==> config.mk <==
export PLATFORM = sky130hd
export DESIGN_NAME = dir_sharer_tracker
export DESIGN_NICKNAME = d
export VERILOG_FILES = /design/src/rtl/dst_pkg.sv /design/src/rtl/dst_dir_store.sv /design/src/rtl/dst_next_state.sv /design/src/rtl/dst_inv_issuer.sv /design/src/rtl/dir_sharer_tracker.sv
export SDC_FILE = /design/constraint.sdc
export NUM_CORES = 1
export LEC_CHECK = 0
export ABC_AREA = 1
export ABC_CLOCK_PERIOD_IN_PS = 12000
export BUFFER_PORTS_ARGS = -buffer_cell sky130_fd_sc_hd__buf_2
export CAP_MARGIN = 20
export CELL_PAD_IN_SITES_DETAIL_PLACEMENT = 1
export CELL_PAD_IN_SITES_GLOBAL_PLACEMENT = 1
export CORE_MARGIN = 2
export CORE_UTILIZATION = 45
export CTS_CLUSTER_DIAMETER = 50
export CTS_CLUSTER_SIZE = 28
export DETAILED_ROUTE_END_ITERATION = 16
export GPL_ROUTABILITY_DRIVEN = 0
export PLACE_DENSITY = 0.81
export SYNTH_ARGS = -nofsm -noshare
export SYNTH_HDL_FRONTEND = slang
export SYNTH_SLANG_ARGS = --single-unit
==> constraint.sdc <==
create_clock -name clk -period 12 [get_ports clk]
set_clock_uncertainty 0.1 [all_clocks]
set_input_delay 0 -clock clk [delete_from_list [all_inputs] [get_ports clk]]
set_output_delay 0 -clock clk [all_outputs]
set_load 0.01 [all_outputs]
==> src/rtl/dst_pkg.sv <==
package dst_pkg;
  typedef enum logic [1:0] {
    RK_LOAD   = 2'd0,
    RK_IFETCH = 2'd1,
    RK_STORE  = 2'd2,
    RK_EVICT  = 2'd3
  } req_kind_e;

  typedef enum logic [1:0] {
    LS_INV = 2'd0,
    LS_SHR = 2'd1,
    LS_EXC = 2'd2
  } line_st_e;

  typedef enum logic [1:0] {
    FS_IDLE = 2'd0,
    FS_LOOK = 2'd1,
    FS_SEND = 2'd2
  } flow_st_e;
endpackage

==> src/rtl/dst_dir_store.sv <==
module dst_dir_store #(
  parameter int N      = 64,
  parameter int IDX_W  = 2,
  parameter int TAG_W  = 14
) (
  input  logic               clk,
  input  logic               rst,
  input  logic               rd_en,
  input  logic [IDX_W-1:0]   rd_idx,
  output logic [TAG_W-1:0]   rd_tag,
  output logic [N-1:0]       rd_dsh,
  output logic [N-1:0]       rd_ish,
  output dst_pkg::line_st_e  rd_st,
  input  logic               wr_en,
  input  logic [IDX_W-1:0]   wr_idx,
  input  logic [TAG_W-1:0]   wr_tag,
  input  logic [N-1:0]       wr_dsh,
  input  logic [N-1:0]       wr_ish,
  input  dst_pkg::line_st_e  wr_st
);
  localparam int DEPTH = 1 << IDX_W;
  localparam int WORD_W = TAG_W + 2 * N;

  // Tag and sharer vectors live in a plain RAM; states stay in resettable flops.
  logic [WORD_W-1:0]  ram [DEPTH];
  logic [WORD_W-1:0]  rd_word;
  dst_pkg::line_st_e  st_r [DEPTH];

  always_ff @(posedge clk) begin
    if (wr_en) ram[wr_idx] <= {wr_tag, wr_dsh, wr_ish};
    if (rd_en) rd_word <= ram[rd_idx];
  end

  always_ff @(posedge clk) begin
    if (rst) begin
      for (int i = 0; i < DEPTH; i++) st_r[i] <= dst_pkg::LS_INV;
      rd_st <= dst_pkg::LS_INV;
    end else begin
      if (wr_en) st_r[wr_idx] <= wr_st;
      if (rd_en) rd_st <= st_r[rd_idx];
    end
  end

  assign rd_tag = rd_word[WORD_W-1 -: TAG_W];
  assign rd_dsh = rd_word[2*N-1 -: N];
  assign rd_ish = rd_word[N-1:0];
endmodule

==> src/rtl/dst_next_state.sv <==
module dst_next_state #(
  parameter int N      = 64,
  parameter int ADDR_W = 16,
  parameter int IDX_W  = 2,
  localparam int CORE_W = $clog2(N),
  localparam int TAG_W  = ADDR_W - IDX_W
) (
  input  dst_pkg::req_kind_e kind,
  input  logic [CORE_W-1:0]  core,
  input  logic [ADDR_W-1:0]  addr,
  input  logic [TAG_W-1:0]   cur_tag,
  input  logic [N-1:0]       cur_dsh,
  input  logic [N-1:0]       cur_ish,
  input  dst_pkg::line_st_e  cur_st,
  output logic [N-1:0]       inv_mask,
  output logic [ADDR_W-1:0]  inv_line,
  output logic               upd,
  output logic [TAG_W-1:0]   new_tag,
  output logic [N-1:0]       new_dsh,
  output logic [N-1:0]       new_ish,
  output dst_pkg::line_st_e  new_st,
  output logic               excl
);
  import dst_pkg::*;

  logic [N-1:0]     me;
  logic [TAG_W-1:0] req_tag;
  logic             hit;

  assign me      = {{(N-1){1'b0}}, 1'b1} << core;
  assign req_tag = addr[ADDR_W-1:IDX_W];
  assign hit     = (cur_st != LS_INV) && (cur_tag == req_tag);
  assign excl    = (kind == RK_STORE);

  always_comb begin
    inv_mask = '0;
    inv_line = addr;
    upd      = 1'b0;
    new_tag  = cur_tag;
    new_dsh  = cur_dsh;
    new_ish  = cur_ish;
    new_st   = cur_st;
    if (hit) begin
      upd = 1'b1;
      unique case (kind)
        RK_LOAD: begin
          inv_mask = cur_ish;
          new_dsh  = cur_dsh | me;
          new_ish  = '0;
          new_st   = LS_SHR;
        end
        RK_IFETCH: begin
          new_ish = cur_ish | me;
          new_st  = LS_SHR;
        end
        RK_STORE: begin
          inv_mask = (cur_dsh & ~me) | cur_ish;
          new_dsh  = me;
          new_ish  = '0;
          new_st   = LS_EXC;
        end
        default: begin
          new_dsh = cur_dsh & ~me;
          new_ish = cur_ish & ~me;
          if (((cur_dsh | cur_ish) & ~me) == '0) new_st = LS_INV;
        end
      endcase
    end else if (kind != RK_EVICT) begin
      upd      = 1'b1;
      inv_mask = (cur_st != LS_INV) ? (cur_dsh | cur_ish) : '0;
      inv_line = {cur_tag, addr[IDX_W-1:0]};
      new_tag  = req_tag;
      new_dsh  = (kind == RK_IFETCH) ? '0 : me;
      new_ish  = (kind == RK_IFETCH) ? me : '0;
      new_st   = (kind == RK_STORE) ? LS_EXC : LS_SHR;
    end
  end
endmodule

==> src/rtl/dst_inv_issuer.sv <==
module dst_inv_issuer #(
  parameter int N      = 64,
  parameter int ADDR_W = 16,
  localparam int CORE_W = $clog2(N),
  localparam int CNT_W  = $clog2(N + 1)
) (
  input  logic               clk,
  input  logic               rst,
  input  logic               load,
  input  logic [N-1:0]       load_mask,
  input  logic [ADDR_W-1:0]  load_line,
  input  logic               ack,
  output logic               inv_valid,
  output logic [CORE_W-1:0]  inv_core,
  output logic [ADDR_W-1:0]  inv_addr,
  output logic               idle
);
  logic [N-1:0]      pend;
  logic [N-1:0]      low_oh;
  logic [CORE_W-1:0] low_idx;
  logic [CNT_W-1:0]  outst;
  logic              issue;

  assign low_oh = pend & (~pend + {{(N-1){1'b0}}, 1'b1});
  assign issue  = !load && (pend != '0);
  assign idle   = (pend == '0) && (outst == '0);

  always_comb begin
    low_idx = '0;
    for (int i = 0; i < N; i++) if (low_oh[i]) low_idx = CORE_W'(i);
  end

  always_ff @(posedge clk) begin
    if (rst) begin
      pend      <= '0;
      outst     <= '0;
      inv_valid <= 1'b0;
      inv_core  <= '0;
      inv_addr  <= '0;
    end else begin
      inv_valid <= issue;
      outst     <= outst + CNT_W'(issue) - CNT_W'(ack);
      if (load) begin
        pend     <= load_mask;
        inv_addr <= load_line;
      end else if (issue) begin
        pend     <= pend & ~low_oh;
        inv_core <= low_idx;
      end
    end
  end

  AST_INV_ASCENDING: assert property (@(posedge clk) disable iff (rst)
    inv_valid && $past(inv_valid) |-> inv_core > $past(inv_core));

  AST_ACK_HAS_OWNER: assert property (@(posedge clk) disable iff (rst)
    ack |-> outst != '0);
endmodule

==> src/rtl/dir_sharer_tracker.sv <==
module dir_sharer_tracker #(
  parameter int N_SHARERS = 64,
  parameter int ADDR_W    = 16,
  parameter int DIR_DEPTH = 4,
  localparam int CORE_W = $clog2(N_SHARERS),
  localparam int IDX_W  = $clog2(DIR_DEPTH),
  localparam int TAG_W  = ADDR_W - IDX_W
) (
  input  logic              clk,
  input  logic              rst,
  input  logic              req_valid,
  output logic              req_ready,
  input  logic [ADDR_W-1:0] req_addr,
  input  logic [CORE_W-1:0] req_core,
  input  logic [1:0]        req_kind,
  output logic              inv_valid,
  output logic [CORE_W-1:0] inv_core,
  output logic [ADDR_W-1:0] inv_addr,
  input  logic              inv_ack,
  output logic              gnt_valid,
  output logic [CORE_W-1:0] gnt_core,
  output logic [ADDR_W-1:0] gnt_addr,
  output logic              gnt_excl
);
  import dst_pkg::*;

  flow_st_e          fsm;
  logic [ADDR_W-1:0] rq_addr;
  logic [CORE_W-1:0] rq_core;
  req_kind_e         rq_kind;
  logic              rq_excl;
  logic              accept;

  logic [TAG_W-1:0]     d_tag, n_tag;
  logic [N_SHARERS-1:0] d_dsh, d_ish, n_dsh, n_ish, n_mask;
  line_st_e             d_st, n_st;
  logic [ADDR_W-1:0]    n_line;
  logic                 n_upd, n_excl, iss_idle;

  assign req_ready = (fsm == FS_IDLE);
  assign accept    = req_valid && req_ready;

  dst_dir_store #(.N(N_SHARERS), .IDX_W(IDX_W), .TAG_W(TAG_W)) u_store (
    .clk(clk), .rst(rst),
    .rd_en(accept), .rd_idx(req_addr[IDX_W-1:0]),
    .rd_tag(d_tag), .rd_dsh(d_dsh), .rd_ish(d_ish), .rd_st(d_st),
    .wr_en((fsm == FS_LOOK) && n_upd), .wr_idx(rq_addr[IDX_W-1:0]),
    .wr_tag(n_tag), .wr_dsh(n_dsh), .wr_ish(n_ish), .wr_st(n_st)
  );

  dst_next_state #(.N(N_SHARERS), .ADDR_W(ADDR_W), .IDX_W(IDX_W)) u_next (
    .kind(rq_kind), .core(rq_core), .addr(rq_addr),
    .cur_tag(d_tag), .cur_dsh(d_dsh), .cur_ish(d_ish), .cur_st(d_st),
    .inv_mask(n_mask), .inv_line(n_line), .upd(n_upd),
    .new_tag(n_tag), .new_dsh(n_dsh), .new_ish(n_ish), .new_st(n_st),
    .excl(n_excl)
  );

  dst_inv_issuer #(.N(N_SHARERS), .ADDR_W(ADDR_W)) u_issue (
    .clk(clk), .rst(rst),
    .load(fsm == FS_LOOK), .load_mask(n_mask), .load_line(n_line),
    .ack(inv_ack),
    .inv_valid(inv_valid), .inv_core(inv_core), .inv_addr(inv_addr),
    .idle(iss_idle)
  );

  always_ff @(posedge clk) begin
    if (rst) begin
      fsm       <= FS_IDLE;
      rq_addr   <= '0;
      rq_core   <= '0;
      rq_kind   <= RK_LOAD;
      rq_excl   <= 1'b0;
      gnt_valid <= 1'b0;
      gnt_core  <= '0;
      gnt_addr  <= '0;
      gnt_excl  <= 1'b0;
    end else begin
      gnt_valid <= 1'b0;
      unique case (fsm)
        FS_IDLE: if (accept) begin
          rq_addr <= req_addr;
          rq_core <= req_core;
          rq_kind <= req_kind_e'(req_kind);
          fsm     <= FS_LOOK;
        end
        FS_LOOK: begin
          rq_excl <= n_excl;
          fsm     <= FS_SEND;
        end
        default: if (iss_idle) begin
          gnt_valid <= 1'b1;
          gnt_core  <= rq_core;
          gnt_addr  <= rq_addr;
          gnt_excl  <= rq_excl;
          fsm       <= FS_IDLE;
        end
      endcase
    end
  end

  AST_QUIET_WHEN_READY: assert property (@(posedge clk) disable iff (rst)
    req_ready |-> !inv_valid);

  AST_GRANT_AFTER_ACKS: assert property (@(posedge clk) disable iff (rst)
    gnt_valid |-> iss_idle);

  AST_GRANT_PULSE: assert property (@(posedge clk) disable iff (rst)
    gnt_valid |=> !gnt_valid);
endmodule

==> out/results.ini, run 1 <==
[clock_network]
cts_buffers = 85
post_cts_buffers = 0
cts_sinks = 865
insertion_delay_ns = 0.69
root_buffer = clkbuf_16
clk_transition_reported_paths_ns = 0.09
cts_resized = 0
h-tree-depth = 3
cts_tree = done
cts-hold-fix-buffers = 53
cts_buffer_depth = 3

[yosys]
yosysWarnings = 0
synth_compound_area_frac = 0.178
syn_nets = 3768
synthMuxAreaShare = 0
synth.top_cells.by_area = edfxtp_1 56%, dfxtp_1 7.6%, o21ai_0 7.6%
ys_ff_latch = 865
synth.most_common_cell = edfxtp_1
synthSimpleGateAreaFrac = 0.130
yosysTopAreaCell = edfxtp_1
synth-edff-count = 718
seq_area_frac_synth = 0.636
synth_adder_area_share = 0.00344
synthDominantCellAreaShare = 0.559
synthesis.instances = 3730
postSynth.asyncResetShare = 0
synth_top_family_by_area = compound AO/OA/AOI/OAI gates
synth_common_cells = 718 x edfxtp_1, 588 x o21ai_0, 505 x nor2_1
syn-cell-area_um2 = 38500
synth_xor_area_frac = 0.00295
synth_top_flop_cell = edfxtp_1
synth_cell_types = 47
avgSynthCellArea_um2 = 10.3

[route]
dr.pass1.iters = 5
wl_per_cell_um = 25.5
drt_wl_total_um = 126000
drt-initial-drc-count = 3403
ant_nets = 0
vias = 31266
viasPerCell = 6.32
drc_errors = 0

[sta]
setup_tns_ns = 0
period_minus_slack_ns = 5.17
setup_viol = 0
period_share = 0.431
hold_viol_final = 0
setup_slack_ns = 6.83
fmax_mhz = 194
holdWs_ns = 0.275
slew_headroom = 0.227
rsz0062_at_grt = false
worst_pin_slew_ns = 1.16
slew_violations = 0

[die]
row_count = 107
ios = 76
initial_core_util = 0.453
die_y_um = 297
die_area_um2 = 88000
core-area_um2 = 85000
die_w_um = 297

[grt]
grt_usage = 0.285
grt_pass1_vias = 31926
grt_overflow = 0
grt_first_pass_wirelength_um = 192000
antenna_found_initial = 2
grt_max_degree = 131

[worst_setup_path]
startpoint = u_store.rd_word[129]
critical_path_class = reg -> reg
regToRegStartpoint = u_store.rd_word[129]
arrival_ns = 5.59
crit_fanout = 67
startpoint_type = flip-flop
crit_path_end_kind = flip-flop
required_ns = 12.42

[power]
power_density_nw_per_um2 = 168
p_leak_nw = 14.9
p_total_mw = 7.29
ir_drop_mv = 0.116

[placed_design]
dpl.hpwl_um = 72700
dp_cells = 4735
placed_area_um2 = 39800
dp_slack_ns = 7.12
numPortBuffers = 75

[worst_hold_path]
min_from = inv_ack
hold_path_class = in -> reg

[job]
cap_viol_max_count = 0

[finish]
syn2layout_area_growth_pct = 12.7
fin_nets = 3769
fin_cells = 4949
finalInstanceArea_um2 = 43500
drive_above_1_share = 0.0881
post-route-util = 0.511

[status]
status = finished, final reports clean

==> area by class of cell <==
cell class / instances / area [µm²]
Fill cell: 9123 / 41600
Sequential cell: 865 / 24500
Multi-Input combinational cell: 2354 / 12200
Clock buffer: 92 / 2190
Tap cell: 1144 / 1430
Timing Repair Buffer: 171 / 1250
Inverter: 254 / 975
Clock inverter: 68 / 910
Antenna cell: 1 / 2.50
==> flip-flops by register name, indices dropped and copies added, names as in the netlist <==
name and flops:
fsm 2, u_issue.inv_valid 1, u_store.st_r 8, rq_kind 2, rq_excl 1, gnt_core 6
gnt_valid 1, u_issue.pend 64, gnt_excl 1, u_store.ram 568, u_issue.inv_addr 16, rq_core 6
u_issue.outst 7, gnt_addr 16, u_issue.inv_core 6, u_store.rd_st 2, rq_addr 16, u_store.rd_word 142
==> layout by cell type, fill, tap and decap left out, drive strengths merged, types with 3 or more instances in the layout <==
| cell | netlist | routed |
|---|---|---|
| o221ai | 64 | 64 |
| nand2 | 342 | 342 |
| nand4 | 79 | 79 |
| buf | 24 | 117 |
| o311ai | 51 | 51 |
| a311oi | 9 | 9 |
| clkinv | 4 | 28 |
| a31oi | 12 | 12 |
| a21oi | 190 | 190 |
| nand3 | 165 | 165 |
| ha | 9 | 9 |
| clkbuf | 233 | 93 |
| nor2 | 515 | 515 |
| dlygate4sd3 | 0 | 53 |
| nor4 | 30 | 30 |
| o31ai | 3 | 3 |
| xnor2 | 4 | 4 |
| o211ai | 72 | 72 |
| edfxtp | 718 | 718 |
| o21ai | 608 | 608 |
| o2111ai | 10 | 10 |
| clkinvlp | 0 | 3 |
| xor2 | 9 | 9 |
| o22ai | 147 | 147 |
| nor3 | 22 | 22 |
| bufinv | 0 | 6 |
| inv | 250 | 285 |
| dfxtp | 147 | 147 |
==> layer usage <==
layer	vias up	wire, µm	global-route usage
met5	-	0	0
met4	0	5690	0.138
met3	338	10500	0.0428
met2	1517	58600	0.460
met1	15750	51100	0.378
li1	13661	-	-
==> logic make-up (layout without fill, tap and decap cells) <==
group,Yosys count,after routing
other,0,1
adders and majority gates,10,10
xor gates and xnor gates,13,13
AOI/OAI and AO/OA,1172,1172
buffers and inverters,511,585
and+or+nand+nor,1159,1159
DFF,865,865
==> worst max-delay path, stage by stage, from the launching register on <==
cell	delay [ns]
edfxtp_1	0.44
inv_1	0.10
nor2_1	0.05
nor3_1	0.29
nand3_1	0.15
nor4_1	0.48
nand2_4	0.45
inv_4	0.18
buf_4	0.68
nor2_1	0.08
inv_1	0.80
nor2_4	0.01
buf_4	0.41
o21ai_0	0.19
o311ai_0	0.18
buf_4	0.19
nand2_1	0.06
a21oi_1	0.08
==> final timing paths <==
| check | end | slack (ns) | depth (start not counted) |
|---|---|---|---|
| hold / removal | u_issue.outst[1] | 0.27 | 5 |
| setup / recovery | u_issue.pend[27] | 6.83 | 17 |
| hold reg to reg | rq_excl | 0.36 | 2 |
| setup reg to reg | u_issue.pend[27] | 6.83 | 17 |
==> where the power goes <==
part           total, mW  internal [mW]  switching, mW
Combinational      0.839          0.222          0.617
Sequential          3.52           3.39          0.124
Clock               2.93           1.56           1.38
Note: power is estimated with default switching activity, not from simulation.
==> inputs of run 2 (changes only) <==
- ABC_AREA: 1 -> 0
- ABC_CLOCK_PERIOD_IN_PS: 12000 -> 5400
- CORE_UTILIZATION: 45 -> 53
- PLACE_DENSITY: 0.81 -> 0.86
- clock period: 12 -> 5.4 ns (I/O delays scaled with it)
==> run 2 against run 1 <==
Effect of this change: die area decreased by 18%; flip-flop and latch count is the same; final area decreased by 3.2%; critical path type unchanged; total power up 120%; critical endpoint is now u_store.ram[0][40]; first-iteration DRC count up 21%.
==> out/results.ini, run 2 <==
[status]
status = finished, final reports clean

[route]
drc_errors = 0  ; unchanged
dr.pass1.iters = 6  ; +1
viasPerCell = 7.25  ; +15%
drt_wl_total_um = 126000  ; +0.40%
ant_nets = 0  ; unchanged
drt-initial-drc-count = 4134  ; +21%
wl_per_cell_um = 33.3  ; +31%
vias = 27554  ; -12%

[power]
p_int_mw = 11.3  ; +120%
pwr-share-seq = 0.489  ; +0.007
p_leak_nw = 13.8  ; -7.5%
ir_drop_mv = 0.321  ; +180%
clkPwrFrac = 0.394  ; -0.008
pwr-share-comb = 0.117  ; +0.002
power_density_nw_per_um2 = 378  ; +130%
p_total_mw = 15.9  ; +120%
power.switching_mw = 4.60  ; +120%
swShare = 0.289  ; -0.00131

[clock_network]
root_buffer = clkbuf_16
insertion_delay_ns = 0.68  ; about the same
cts_sinks = 865  ; unchanged
cts_tree = done
cts_buffers = 83  ; -2.4%
clk_transition_reported_paths_ns = 0.08  ; about the same
cts_buffer_depth = 3  ; unchanged
h-tree-depth = 3  ; unchanged

[grt]
antenna_found_initial = 7  ; +5
grt_usage = 0.347  ; +0.0622
grt_max_degree = 105  ; -20%
grt_first_pass_wirelength_um = 190000  ; -0.83%
grt_pass1_vias = 28748  ; -10%
grt_overflow = 0  ; unchanged

[sta]
hold_viol_final = 0  ; unchanged
rsz0062_at_grt = false
slew_headroom = 0.197  ; -0.0304
period_share = 0.872  ; +0.441
fmax_mhz = 212  ; +9.8%
worst_pin_slew_ns = 1.20  ; +0.0439 ns
slew_violations = 0  ; unchanged
holdWs_ns = 0.0316  ; -0.243 ns
setup_viol = 0  ; unchanged
period_minus_slack_ns = 4.71  ; -0.460 ns
setup_slack_ns = 0.692  ; -6.14 ns

[die]
core-area_um2 = 69800  ; -18%
die_y_um = 269  ; -9.3%
die_w_um = 269  ; -9.3%
ios = 76  ; unchanged
initial_core_util = 0.534  ; +0.0804
row_count = 97  ; -9.3%
die_area_um2 = 72400  ; -18%

[yosys]
synthDominantCellAreaShare = 0.579  ; +0.0195
syn_nets = 2770  ; -26%
avgSynthCellArea_um2 = 13.6  ; +32%
yosysWarnings = 0  ; unchanged
synth.top_cells.by_area = edfxtp_1 58%, mux4_2 8.7%, dfxtp_1 7.9%
synth_common_cells = 718 x edfxtp_1, 245 x nand2_1, 226 x nor2_1
synth-edff-count = 718  ; unchanged
syn-cell-area_um2 = 37300  ; -3.4%
postSynth.asyncResetShare = 0  ; unchanged
seq_area_frac_synth = 0.658  ; +0.0221
synthesis.instances = 2732  ; -27%
synth.most_common_cell = edfxtp_1
ys_ff_latch = 865  ; unchanged
synth_cell_types = 79  ; +68%
synth_top_flop_cell = edfxtp_1
yosysTopAreaCell = edfxtp_1

[finish]
fin_cells = 3802  ; -23%
largest_registers = u_store.ram (568), u_store.rd_word (142), u_issue.pend (64)
fin_nets = 2828  ; -25%
layout_commonest_cell = edfxtp_1
syn2layout_area_growth_pct = 12.9
regMostFlops = u_store.ram
drive_above_1_share = 0.173  ; +0.0853
largest_reg_flops = 568  ; unchanged
final_cell_mix = 718 x edfxtp_1, 243 x nand2_1, 222 x nor2_1, 218 x o21ai_0, 185 x a21oi_1

[placed_design]
dpl.hpwl_um = 73900  ; +1.6%
numPortBuffers = 75  ; unchanged
dp_slack_ns = 1.06  ; -6.06 ns
dp_cells = 3594  ; -24%

[worst_setup_path]
arrival_ns = 4.94  ; -0.65 ns
required_ns = 5.63  ; -6.79 ns
crit_fanout = 64  ; -4.5%
critical_path_class = reg -> reg
r2r_slack_ns = 0.69  ; -6.14 ns
worst_path_max_delay_cell = nor4_1
crit_path_end_kind = flip-flop
cpPeakStageDelay_ns = 0.74  ; -0.06 ns
cp_cell_sequence = xor2_1 > nor4_1 > and4_4 > o21ai_0 > or3_1 > inv_6 > buf_4
startpoint_type = flip-flop

[worst_hold_path]
hold_path_class = in -> reg

[job]
cap_viol_max_count = 0  ; unchanged

==> run 2: changes by cell type in the layout (fill, tap and decap cells not counted), sizes merged, moves of 50 or more <==
cell	change
o21ai	-383
nor2	-289
inv	-218
mux4	+144
o22ai	-138
nand3	-111
nand2	-97
a221oi	+84
o211ai	-71
nand4	-67
o221ai	-64
nor4	+54
a211oi	+51
o311ai	-50
==> run 2: final cells by class <==
type                            instances  area (µm²)
Clock inverter                         67         785
Timing Repair Buffer                  173        1390
Multi-Input combinational cell       1634       11900
Tap cell                              940        1180
Sequential cell                       865       24500
Inverter                               33         140
Clock buffer                           89        2160
Fill cell                            6512       27700
Antenna cell                            1        2.50
==> run 2: cells by family after synthesis <==
family / synth area share
and+or+nand+nor: 0.0989
AOI/OAI and AO/OA: 0.113
muxes: 0.0975
adders and majority gates: 0.00356
DFF: 0.658
buffers and inverters: 0.0250
xor gates and xnor gates: 0.00423
==> run 2: layer usage <==
metal	global-route usage	wire, µm
met1	0.446	44800
met2	0.543	58600
met3	0.0860	14800
met4	0.196	8210
met5	0	55
==> run 2: what timing repair did <==
action / 4_1_cts / 5_1_grt
hold buffers: 48 / 0
hold endpoints to repair: 128 / 0
resized for setup: 0 / 0
setup buffers: 0 / 0
==> run 2: critical path: cells and delay by family (launching register included) <==
kind | cells | cell delay, ns
AOI/OAI and AO/OA | 1 | 0.45
xor gates and xnor gates | 1 | 0.22
buffers and inverters | 2 | 1.04
DFF | 1 | 0.46
and+or+nand+nor | 3 | 2.03
==> run 2: final timing paths <==
path,from,end,cells after the start
worst max register to register,u_store.rd_word[133],u_store.ram[0][40],7
worst max-delay path,u_store.rd_word[133],u_store.ram[0][40],7
worst min-delay path,req_addr[0],u_store.rd_word[49],2
worst min register to register,u_issue.inv_addr[1],u_issue.inv_addr[1],2
==> run 2: power by group through the flow <==
stage	registers [mW]	clock network, mW	logic, mW
after floorplan	7.80	0	1.12
after CTS	7.74	6.27	1.77
after global routing	7.78	6.54	1.95
after detailed placement	7.88	0	1.70
after global placement	7.84	0	1.59
final	7.77	6.27	1.87
==> run 2: through the flow <==
step	cell area, µm²	util	setup TNS [ns]
CTS	42000	0.602	0
global placement	38600	0.553	0
floorplan	37300	-	-96.70
finish	42100	0.603	0
detailed placement	38600	0.553	0
global route	42100	0.603	0
